$ cat src/rtl/br_pkg.sv
package br_pkg;
  typedef enum logic [2:0] {
    K_NONE, K_FLAG, K_BIT, K_CMP, K_CMPX, K_DECM, K_DECY
  } kind_e;

  typedef enum logic [3:0] {
    S_IDLE, S_NOP, S_DPF, S_XIDLE, S_DPRD, S_DPWR,
    S_RELF, S_YDEC, S_EVAL, S_TK1, S_TK2
  } state_e;

  // flag vector index matches opcode[7:6]
  localparam int FLAG_N = 0;
  localparam int FLAG_V = 1;
  localparam int FLAG_C = 2;
  localparam int FLAG_Z = 3;
  localparam int NUM_FLAGS = 4;

  typedef struct packed {
    kind_e      kind;
    logic [1:0] flag_sel;
    logic       want_set;
    logic       always_tk;
    logic [2:0] bit_idx;
  } dec_t;
endpackage

$ cat src/rtl/br_decode.sv
module br_decode
  import br_pkg::*;
(
  input  logic [7:0] op_i,
  output dec_t       dec_o
);
  always_comb begin
    dec_o           = '0;
    dec_o.kind      = K_NONE;
    dec_o.flag_sel  = op_i[7:6];
    dec_o.want_set  = op_i[5];
    dec_o.bit_idx   = op_i[7:5];
    dec_o.always_tk = 1'b0;
    if (op_i[3:0] == 4'h0 && op_i[4]) begin
      dec_o.kind = K_FLAG;
    end else if (op_i[3:0] == 4'h3) begin
      dec_o.kind     = K_BIT;
      dec_o.want_set = ~op_i[4];
    end else begin
      case (op_i)
        8'h2F: begin
          dec_o.kind      = K_FLAG;
          dec_o.always_tk = 1'b1;
        end
        8'h2E:   dec_o.kind = K_CMP;
        8'hDE:   dec_o.kind = K_CMPX;
        8'h6E:   dec_o.kind = K_DECM;
        8'hFE:   dec_o.kind = K_DECY;
        default: dec_o.kind = K_NONE;
      endcase
    end
  end
endmodule

$ cat src/rtl/br_cond.sv
module br_cond
  import br_pkg::*;
#(
  parameter int DATA_W = 8
) (
  input  dec_t                dec_i,
  input  logic [NUM_FLAGS-1:0] flags_i,
  input  logic [DATA_W-1:0]   val_i,
  input  logic [DATA_W-1:0]   acc_i,
  input  logic [DATA_W-1:0]   cnt_i,
  output logic                taken_o
);
  always_comb begin
    case (dec_i.kind)
      K_FLAG:         taken_o = dec_i.always_tk | (flags_i[dec_i.flag_sel] == dec_i.want_set);
      K_BIT:          taken_o = (val_i[dec_i.bit_idx] == dec_i.want_set);
      K_CMP, K_CMPX:  taken_o = (acc_i != val_i);
      K_DECM:         taken_o = (val_i != '0);
      K_DECY:         taken_o = (cnt_i != '0);
      default:        taken_o = 1'b0;
    endcase
  end
endmodule

$ cat src/rtl/br_fsm.sv
module br_fsm
  import br_pkg::*;
(
  input  logic   clk_i,
  input  logic   rst_ni,
  input  logic   start_i,
  input  kind_e  kind_i,
  input  logic   taken_i,
  output state_e state_o,
  output logic   done_o
);
  state_e state_q, state_d;

  always_comb begin
    state_d = state_q;
    done_o  = 1'b0;
    case (state_q)
      S_IDLE: if (start_i) begin
        case (kind_i)
          K_FLAG, K_DECY:               state_d = S_RELF;
          K_BIT, K_CMP, K_CMPX, K_DECM: state_d = S_DPF;
          default:                      state_d = S_NOP;
        endcase
      end
      S_NOP: begin
        done_o  = 1'b1;
        state_d = S_IDLE;
      end
      S_DPF:   state_d = (kind_i == K_CMPX) ? S_XIDLE : S_DPRD;
      S_XIDLE: state_d = S_DPRD;
      S_DPRD:  state_d = (kind_i == K_DECM) ? S_DPWR : S_RELF;
      S_DPWR:  state_d = S_RELF;
      S_RELF: begin
        case (kind_i)
          K_FLAG, K_DECM: begin
            state_d = taken_i ? S_TK1 : S_IDLE;
            done_o  = ~taken_i;
          end
          K_DECY:  state_d = S_YDEC;
          default: state_d = S_EVAL;
        endcase
      end
      S_YDEC: state_d = S_EVAL;
      S_EVAL: begin
        state_d = taken_i ? S_TK1 : S_IDLE;
        done_o  = ~taken_i;
      end
      S_TK1: state_d = S_TK2;
      S_TK2: begin
        done_o  = 1'b1;
        state_d = S_IDLE;
      end
      default: state_d = S_IDLE;
    endcase
  end

  always_ff @(posedge clk_i or negedge rst_ni) begin
    if (!rst_ni) state_q <= S_IDLE;
    else         state_q <= state_d;
  end

  assign state_o = state_q;

  assert_taken_tail_R9: assert property (@(posedge clk_i) disable iff (!rst_ni)
    state_q == S_TK1 |=> state_q == S_TK2);
  assert_done_not_idle_R10: assert property (@(posedge clk_i) disable iff (!rst_ni)
    done_o |-> state_q != S_IDLE);
endmodule

$ cat src/rtl/rel_branch_seq.sv
module rel_branch_seq
  import br_pkg::*;
#(
  parameter int DATA_W = 8,
  parameter int ADDR_W = 16
) (
  input  logic              clk_i,
  input  logic              rst_ni,
  input  logic              start_i,
  input  logic [7:0]        opcode_i,
  input  logic [ADDR_W-1:0] pc_i,
  input  logic [DATA_W-1:0] a_i,
  input  logic [DATA_W-1:0] x_i,
  input  logic [DATA_W-1:0] y_i,
  input  logic              n_i,
  input  logic              v_i,
  input  logic              z_i,
  input  logic              c_i,
  input  logic [DATA_W-1:0] mem_rdata_i,
  output logic [ADDR_W-1:0] mem_addr_o,
  output logic              mem_rd_o,
  output logic              mem_wr_o,
  output logic [DATA_W-1:0] mem_wdata_o,
  output logic [ADDR_W-1:0] pc_o,
  output logic [DATA_W-1:0] y_o,
  output logic              y_we_o,
  output logic              busy_o,
  output logic              done_o
);
  localparam int EXT_W = ADDR_W - DATA_W;
  localparam logic [ADDR_W-1:0] PC_STEP = ADDR_W'(1);
  localparam logic [DATA_W-1:0] ONE     = DATA_W'(1);

  state_e                state;
  dec_t                  dec;
  logic                  taken;
  logic [7:0]            op_q;
  logic [ADDR_W-1:0]     pc_q;
  logic [DATA_W-1:0]     a_q, x_q, y_q, dp_q, val_q, disp_q;
  logic [NUM_FLAGS-1:0]  flags_q;
  logic [DATA_W-1:0]     dp_eff;

  // decode the live opcode while idle so the first step is chosen at start
  br_decode u_dec (
    .op_i  ((state == S_IDLE) ? opcode_i : op_q),
    .dec_o (dec)
  );

  br_cond #(.DATA_W(DATA_W)) u_cond (
    .dec_i   (dec),
    .flags_i (flags_q),
    .val_i   (val_q),
    .acc_i   (a_q),
    .cnt_i   (y_q),
    .taken_o (taken)
  );

  br_fsm u_fsm (
    .clk_i   (clk_i),
    .rst_ni  (rst_ni),
    .start_i (start_i),
    .kind_i  (dec.kind),
    .taken_i (taken),
    .state_o (state),
    .done_o  (done_o)
  );

  assign dp_eff = dp_q + ((dec.kind == K_CMPX) ? x_q : '0);

  always_ff @(posedge clk_i or negedge rst_ni) begin
    if (!rst_ni) begin
      op_q    <= '0;
      pc_q    <= '0;
      a_q     <= '0;
      x_q     <= '0;
      y_q     <= '0;
      dp_q    <= '0;
      val_q   <= '0;
      disp_q  <= '0;
      flags_q <= '0;
    end else begin
      case (state)
        S_IDLE: if (start_i) begin
          op_q    <= opcode_i;
          pc_q    <= pc_i;
          a_q     <= a_i;
          x_q     <= x_i;
          y_q     <= y_i;
          flags_q <= {z_i, c_i, v_i, n_i};
        end
        S_DPF: begin
          dp_q <= mem_rdata_i;
          pc_q <= pc_q + PC_STEP;
        end
        S_DPRD: val_q <= mem_rdata_i;
        S_DPWR: val_q <= val_q - ONE;
        S_RELF: begin
          disp_q <= mem_rdata_i;
          pc_q   <= pc_q + PC_STEP;
        end
        S_YDEC: y_q  <= y_q - ONE;
        S_TK2:  pc_q <= pc_q + {{EXT_W{disp_q[DATA_W-1]}}, disp_q};
        default: ;
      endcase
    end
  end

  always_comb begin
    mem_rd_o   = 1'b0;
    mem_wr_o   = 1'b0;
    mem_addr_o = '0;
    case (state)
      S_DPF, S_RELF: begin
        mem_rd_o   = 1'b1;
        mem_addr_o = pc_q;
      end
      S_DPRD: begin
        mem_rd_o   = 1'b1;
        mem_addr_o = {{EXT_W{1'b0}}, dp_eff};
      end
      S_DPWR: begin
        mem_wr_o   = 1'b1;
        mem_addr_o = {{EXT_W{1'b0}}, dp_eff};
      end
      default: ;
    endcase
  end

  assign mem_wdata_o = val_q - ONE;
  assign y_o         = y_q - ONE;
  assign y_we_o      = (state == S_YDEC);
  assign busy_o      = (state != S_IDLE);
  assign pc_o        = pc_q;

  assert_single_bus_op_R11: assert property (@(posedge clk_i) disable iff (!rst_ni)
    !(mem_rd_o && mem_wr_o));
  assert_write_follows_read_R7: assert property (@(posedge clk_i) disable iff (!rst_ni)
    mem_wr_o |-> ($past(mem_rd_o) && $past(mem_addr_o) == mem_addr_o));
  assert_y_strobe_once_R8: assert property (@(posedge clk_i) disable iff (!rst_ni)
    y_we_o |=> !y_we_o);
  assert_done_pulse_R10: assert property (@(posedge clk_i) disable iff (!rst_ni)
    done_o |=> !done_o && !busy_o);
  assert_pc_hold_idle_R13: assert property (@(posedge clk_i) disable iff (!rst_ni)
    (!busy_o && !start_i) |=> $stable(pc_o));
endmodule

$ cat config.mk
export PLATFORM = sky130hd
export DESIGN_NAME = rel_branch_seq
export DESIGN_NICKNAME = d
export VERILOG_FILES = /design/src/rtl/br_pkg.sv /design/src/rtl/br_decode.sv /design/src/rtl/br_cond.sv /design/src/rtl/br_fsm.sv /design/src/rtl/rel_branch_seq.sv
export SDC_FILE = /design/constraint.sdc
export NUM_CORES = 1
export LEC_CHECK = 0
export CELL_PAD_IN_SITES_DETAIL_PLACEMENT = 0
export CELL_PAD_IN_SITES_GLOBAL_PLACEMENT = 1
export CORE_ASPECT_RATIO = 0.75
export CORE_MARGIN = 3
export CORE_UTILIZATION = 42
export DETAILED_ROUTE_END_ITERATION = 7
export PLACE_DENSITY = 0.88
export SYNTH_ARGS = -nofsm -noshare
export SYNTH_HDL_FRONTEND = slang
export SYNTH_HIERARCHICAL = 1
export SYNTH_SLANG_ARGS = --single-unit
$ cat constraint.sdc
create_clock -name clk_i -period 13.85 [get_ports clk_i]
set_input_delay 1.385 -clock clk_i [delete_from_list [all_inputs] [get_ports clk_i]]
set_output_delay 1.385 -clock clk_i [all_outputs]
set_load 0.03 [all_outputs]
==> impl_metrics.tcl, run 1 <==
set metrics [dict create \
    max_cap_violations 0 \
    worst_slew_pin_slew_ns 1.18 \
    setup_ws_ns 5.54 \
    hp-start "flags_q[0]" \
    syn2layout_area_growth_pct 27.8 \
    cp_data_required_time_ns 12.47 \
    die_x_um 138 \
    core-area_mm2 0.0125 \
    wl_per_cell_um 17.4 \
    ctsHoldBuffers 0 \
    n_fill_cell 1115 \
    timing.final.crit_share_pct 60.0 \
    crit_type "flip-flop to output pin" \
    comb_power_share_pct 58.6 \
    synthArstFlopShare_pct 100 \
    drive_gt1_share_pct 7.68 \
    grt_start_max_net_pins 81 \
    io_buffers 115 \
    critPathCaptureType "output pin" \
    cts_buffer_depth 2 \
    rsz0062_at_grt "false" \
    drtIter0Drc 407 \
    post-cts-setup-buffer-count 0 \
    slew_headroom_pct 20.5 \
    worstReg2RegEnd "u_fsm/state_o[0]" \
    arrival_ns 6.93 \
    num_rows 35 \
    rr_worst_depth 15 \
    io_pins 116 \
    final_nets 819 \
    yosysTopAreaCell "dfrtp_1" \
    cts_tree "done" \
    r2r-start "u_fsm/state_o[0]" \
    vias 5068 \
    status "completed" \
    r2r_setup_slack_ns 9.00 \
    max_stage_delay_ns 1.13 \
    p_per_area_mw_per_mm2 261 \
    multiInputGateArea_mm2 0.00323 \
    syn_area_mm2 0.00549 \
    p_sw_share_pct 47.4 \
    ys_ff_latch 80 \
    pwr-share-clk_pct 13.5 \
    drtPass1Iterations 5 \
    diodes 0 \
    vdd_drop_max_mv 0.147 \
    pre_cts_ws_ns 6.06 \
    finalMaxSlewViolations 0 \
    setup_viol 0 \
    cts_max_level 3 \
    place_congestion 0.903 \
    p_leak_uw 0.00305 \
    fin_crit_ns 8.31 \
    grt.total_usage_pct 21.9 \
    internal_power_uw 963 \
    regArea_mm2 0.00200 \
    yosysSeqAreaShare_pct 36.5 \
    grt.overflow.total 0 \
    worst-path-buf-inv 3 \
    skew_ns 0.00866 \
    fp.dieH_um 105 \
    cts_resized 0 \
    worst_skew_pair.late_latency_ns 0.34 \
    grt_pass1_wl_um 26300 \
    seqPwrFrac_pct 27.9 \
    cp_max_fo 28 \
    drtAntennaViolNets 0 \
    synth.distinct_cells 67 \
    dp_hpwl_um 11600 \
    crit_chain "nor4_2 > mux2_2 > nor3b_1 > a21oi_1 > nor4b_2 > buf_4 > nor3b_1 > and2_1 > ha_1 > inv_1 > fa_1 > nor2b_1 > o21ai_0 > a21oi_1 > o21ai_0 > and3_1 > o31ai_1 > clkdlybuf4s50_1" \
    drt-vias-per-instance 5.58 \
    antenna_found_initial 0 \
    critPathLaunchType "flip-flop" \
    post-route-drc-count 0 \
    syn_avg_cell_area_um2 8.52 \
    synth.top_cell.area_share_pct 36.5 \
    start_util_pct 43.8 \
    hold_path_class "flip-flop to flip-flop" \
    whs_path_depth 2 \
    ys_dominant_reg_cell "dfrtp_1" \
    synthCells 644 \
    fp.dieArea_mm2 0.0145 \
    cp_slowest_cell "nor4_2" \
    cts_root_buf "clkbuf_16" \
    yosys-top-cells-area "dfrtp_1, nand2_1, mux2_2" \
    cts_made_buffers 9 \
    cts_sinks 80 \
    first_global_vias 5083 \
    whs_endpoint "flags_q[0]" \
    tns_ns 0 \
    timing.fmax_mhz 120 \
    finalHoldViolCount 0 \
    syn_nets 725 \
    p_switching_uw 869 \
    critPathTopFamily "simple AND/OR/NAND/NOR gates" \
    ys_warn_count 6 \
    path_clk_slew_ns 0.06 \
    drt_wl_total_um 15800 \
    synth_edf_count 0 \
    power.total_uw 1830 \
]
routing by layer:
layer	wire (µm)	global-route usage, %
met1	7820	32.1
met5	0	0
met2	6860	32.2
met4	146	5.22
met3	1020	5.81
cells by family (layout without fill, tap and decap cells):
| logic type | after synthesis | after routing | share of synthesized area, % |
|---|---|---|---|
| XOR/XNOR | 36 | 36 | 5.74 |
| adder cells (fa/ha/maj) | 18 | 18 | 4.38 |
| multiplexers | 39 | 39 | 7.89 |
| AND/OR/NAND/NOR | 285 | 285 | 25.1 |
| buffers and inverters | 60 | 158 | 4.83 |
| flip-flops | 80 | 80 | 36.5 |
| AO/OA/AOI/OAI | 126 | 126 | 15.5 |
layout by cell type, fill, tap and decap left out, types with 3 or more instances in the layout:
cell type,Yosys,final
nand4_1,4,4
o21ai_0,36,36
nor2b_1,4,4
and2_1,21,21
buf_4,5,5
dfrtp_1,80,80
nor2_1,38,38
o31ai_1,5,5
mux2_2,24,24
clkdlybuf4s50_1,0,114
a31oi_1,9,9
xnor2_1,12,12
nand3b_1,4,4
mux2i_1,14,14
nor4_1,12,11
xor2_1,24,24
a22oi_1,6,6
or3_1,5,5
nand3_1,18,18
clkbuf_16,0,9
a221o_1,7,7
ha_1,16,16
nor3b_1,4,4
nor3_1,14,14
clkbuf_8,0,3
a21oi_1,22,22
nand2_1,130,130
a21o_1,5,5
nand2b_1,10,10
o22ai_1,7,7
and3_1,6,6
inv_1,24,24
metrics by stage:
step	hold WS (ns)	std cells	util (%)	instance area, µm²
5_1_grt	0.504	908	56.0	7020
3_5_place_dp	0.457	893	53.6	6710
2_1_floorplan	0.437	644	-	5490
3_3_place_gp	0.457	893	53.6	6710
6_report	0.471	908	56.0	7020
4_1_cts	0.477	908	56.0	7020
worst max-delay path by stage:
stage	to	cells past startpoint	start
5_1_grt	mem_addr_o[6]	18	u_fsm/state_o[0]
4_1_cts	mem_addr_o[6]	18	u_fsm/state_o[0]
6_report	mem_addr_o[6]	18	u_fsm/state_o[0]
3_3_place_gp	mem_addr_o[6]	18	u_fsm/state_o[0]
3_5_place_dp	mem_addr_o[6]	18	u_fsm/state_o[0]
2_1_floorplan	mem_addr_o[6]	15	opcode_i[4]
flip-flops by register name (all words and copies together) (netlist names):
register / flops
a_q: 8
disp_q: 8
dp_q: 8
flags_q: 4
op_q: 8
pc_o: 16
u_fsm/state_o: 4
val_q: 8
x_q: 8
y_q: 8
power groups by stage:
stage	clock network [µW]	registers [µW]	logic, µW
after floorplan	0	485	744
after global placement	0	507	1050
after detailed placement	0	510	1070
after CTS	252	508	1070
after global routing	262	530	1170
final	247	512	1070
area by class of cell:
type                       count  area share, %
clock inverter                 2          0.535
clock buffer                  13           3.85
timing repair buffer         119           16.8
tap                          166           2.96
sequential                    80           28.5
inverter                      24           1.28
multi-input combinational    504           46.0
worst min-delay path, cell delays in order, from the launching register on:
cell,delay [ns]
dfrtp_1,0.34
nand2_1,0.05
nand2_1,0.05
synthesized netlist by cell type (all sizes together) (3+ instances only):
cell type / instances
buf: 13
clkbuf: 23
dfrtp: 80
nand4: 4
o21ai: 36
mux2: 24
or3: 5
nor2: 38
xor2: 24
a21o: 6
o31ai: 5
nor4: 12
nand2b: 10
nand3: 19
a22oi: 6
a31oi: 9
a21oi: 23
nor3: 15
nor2b: 4
ha: 16
a211oi: 3
and3: 8
nand2: 130
o22ai: 7
nand3b: 4
nor3b: 4
mux2i: 14
and2: 23
inv: 24
a221o: 7
xnor2: 12
Power figures use the tool's default switching activity.
==> inputs of run 2 (changes only) <==
--- a/config.mk
+++ b/config.mk
@@ -9,9 +9,9 @@
 export CELL_PAD_IN_SITES_GLOBAL_PLACEMENT = 1
 export CORE_ASPECT_RATIO = 0.75
 export CORE_MARGIN = 3
-export CORE_UTILIZATION = 42
+export CORE_UTILIZATION = 39
 export DETAILED_ROUTE_END_ITERATION = 7
-export PLACE_DENSITY = 0.88
+export PLACE_DENSITY = 0.83
 export SYNTH_ARGS = -nofsm -noshare
 export SYNTH_HDL_FRONTEND = slang
 export SYNTH_HIERARCHICAL = 1
==> constraint.sdc (replaced) <==
create_clock -name clk_i -period 8.4 [get_ports clk_i]
set_input_delay 0.84 -clock clk_i [delete_from_list [all_inputs] [get_ports clk_i]]
set_output_delay 0.84 -clock clk_i [all_outputs]
set_load 0.03 [all_outputs]
==> impl_metrics.tcl, run 2 (synthesis gave the netlist of run 1 again) <==
set metrics [dict create \
    status "completed" \
    num_rows 36 \
    core-area_mm2 0.0134 \
    skew_ns 0.00784 \
    timing.fmax_mhz 139 \
    drt_wl_total_um 16200 \
    finalMaxSlewViolations 0 \
    cts_root_buf "clkbuf_16" \
    cts_buffer_depth 2 \
    vias 5067 \
    cts_made_buffers 9 \
    tns_ns 0 \
    critPathCaptureType "output pin" \
    p_switching_uw 1450 \
    timing.final.crit_share_pct 85.7 \
    ctsHoldBuffers 0 \
    p_per_area_mw_per_mm2 438 \
    rsz0062_at_grt "false" \
    r2r_setup_slack_ns 4.19 \
    setup_viol 0 \
    fp.dieArea_mm2 0.0155 \
    fin_crit_ns 7.20 \
    critPathLaunchType "flip-flop" \
    final_cell_mix "nand2_1, clkdlybuf4s50_1, dfrtp_1" \
    io_buffers 115 \
    start_util_pct 41.0 \
    hold_path_class "flip-flop to flip-flop" \
    cts_tree "done" \
    grt_start_max_net_pins 81 \
    p_leak_uw 0.00308 \
    drtAntennaViolNets 0 \
    cts_resized 0 \
    cp_slowest_cell "nor3b_1" \
    cts_max_level 3 \
    wl_per_cell_um 17.7 \
    post-cts-setup-buffer-count 0 \
    comb_power_share_pct 57.4 \
    drtPass1Iterations 5 \
    slew_headroom_pct 25.5 \
    fp.dieH_um 109 \
    final_cell_area_mm2 0.00709 \
    final_common_cell "nand2_1" \
    dp_hpwl_um 11700 \
    whs_path_depth 2 \
    worst_skew_pair.late_latency_ns 0.34 \
    r2r-start "u_fsm/state_o[0]" \
    grt.total_usage_pct 21.0 \
    drt-vias-per-instance 5.54 \
    drive_gt1_share_pct 8.06 \
    vdd_drop_max_mv 0.202 \
    antenna_found_initial 0 \
    worstReg2RegEnd "u_fsm/state_o[0]" \
    max_stage_delay_ns 0.83 \
    rr_worst_depth 16 \
    fin_util_pct 53.0 \
    largest_reg_flops 16 \
    syn2layout_area_growth_pct 29.1 \
    final_nets 820 \
    worst_slew_pin_slew_ns 1.11 \
    drtIter0Drc 337 \
    io_pins 116 \
    hp-start "op_q[2]" \
    cp_data_required_time_ns 7.56 \
    max_cap_violations 0 \
    cp_max_fo 28 \
    crit_type "flip-flop to output pin" \
    grt_pass1_wl_um 26000 \
    cts_sinks 80 \
    first_global_vias 4912 \
    power.total_uw 3100 \
    diodes 0 \
    place_congestion 0.911 \
    path_clk_slew_ns 0.06 \
    post-route-drc-count 0 \
    grt.overflow.total 0 \
    dpl-instance-area_mm2 0.00672 \
    pwr-share-clk_pct 15.5 \
    finalHoldViolCount 0 \
    p_sw_share_pct 46.7 \
    crit_chain "nor4_2 > buf_4 > mux2_2 > nor3b_1 > a21oi_1 > nor4b_2 > buf_4 > nor3b_1 > and2_1 > ha_1 > inv_1 > fa_1 > nor2b_1 > o21ai_0 > a21oi_1 > o21ai_0 > and3_1 > o31ai_1 > clkdlybuf4s50_1" \
    seqPwrFrac_pct 27.1 \
    internal_power_uw 1650 \
    die_x_um 143 \
    arrival_ns 6.36 \
    whs_endpoint "op_q[2]" \
]
run 2: cell count changes in the layout (fill, tap and decap cells not counted), sizes merged:
cell	previous run	this run
buf	5	6
bufinv	1	3
clkbuf	13	12
clkinv	0	1
clkinvlp	1	0
run 2: power by group through the flow:
| stage | registers (µW) | clock network, µW | logic (µW) |
|---|---|---|---|
| 2_1_floorplan | 799 | 0 | 1230 |
| 3_3_place_gp | 838 | 0 | 1740 |
| 3_5_place_dp | 841 | 0 | 1770 |
| 4_1_cts | 836 | 488 | 1790 |
| 5_1_grt | 876 | 504 | 1940 |
| 6_report | 841 | 480 | 1780 |
run 2: how the worst max path moves through the flow:
stage	startpoint	endpoint	slack [ns]	depth (start not counted)
2_1_floorplan	u_fsm/state_o[2]	mem_addr_o[6]	2.74	18
3_5_place_dp	u_fsm/state_o[0]	mem_addr_o[6]	1.61	19
3_3_place_gp	u_fsm/state_o[0]	mem_addr_o[6]	1.83	19
6_report	u_fsm/state_o[0]	mem_addr_o[6]	1.20	19
4_1_cts	u_fsm/state_o[0]	mem_addr_o[6]	1.21	19
5_1_grt	u_fsm/state_o[0]	mem_addr_o[6]	0.81	19
run 2: critical path, delay by kind of cell, from the launching register on:
| family | cells | cell delay [ns] |
|---|---|---|
| and+or+nand+nor | 7 | 2.30 |
| DFF | 1 | 0.71 |
| adders and majority gates | 2 | 0.56 |
| muxes | 1 | 0.47 |
| buffers and inverters | 4 | 1.23 |
| AOI/OAI and AO/OA | 5 | 0.76 |
run 2: through the flow:
stage / cells / hold WS (ns) / worst slack [ns]
detailed placement: 899 / 0.462 / 1.61
floorplan: 644 / 0.437 / 2.74
finish: 915 / 0.474 / 1.20
global placement: 899 / 0.462 / 1.83
CTS: 915 / 0.478 / 1.21
global route: 915 / 0.494 / 0.810
run 2: metal layers:
metal / share of wire, % / global-route usage [%]
met5: 0 / 0
met4: 1.1 / 4.82
met3: 6.1 / 4.30
met2: 43 / 31.4
met1: 50 / 31.2
run 2: area by class of cell:
cell class / count / area, µm²
multi-input combinational: 504 / 3230
clock inverter: 4 / 98.8
fill: 1215 / 6290
timing repair buffer: 120 / 1190
sequential: 80 / 2000
clock buffer: 12 / 267
inverter: 24 / 90.1
tap: 171 / 214
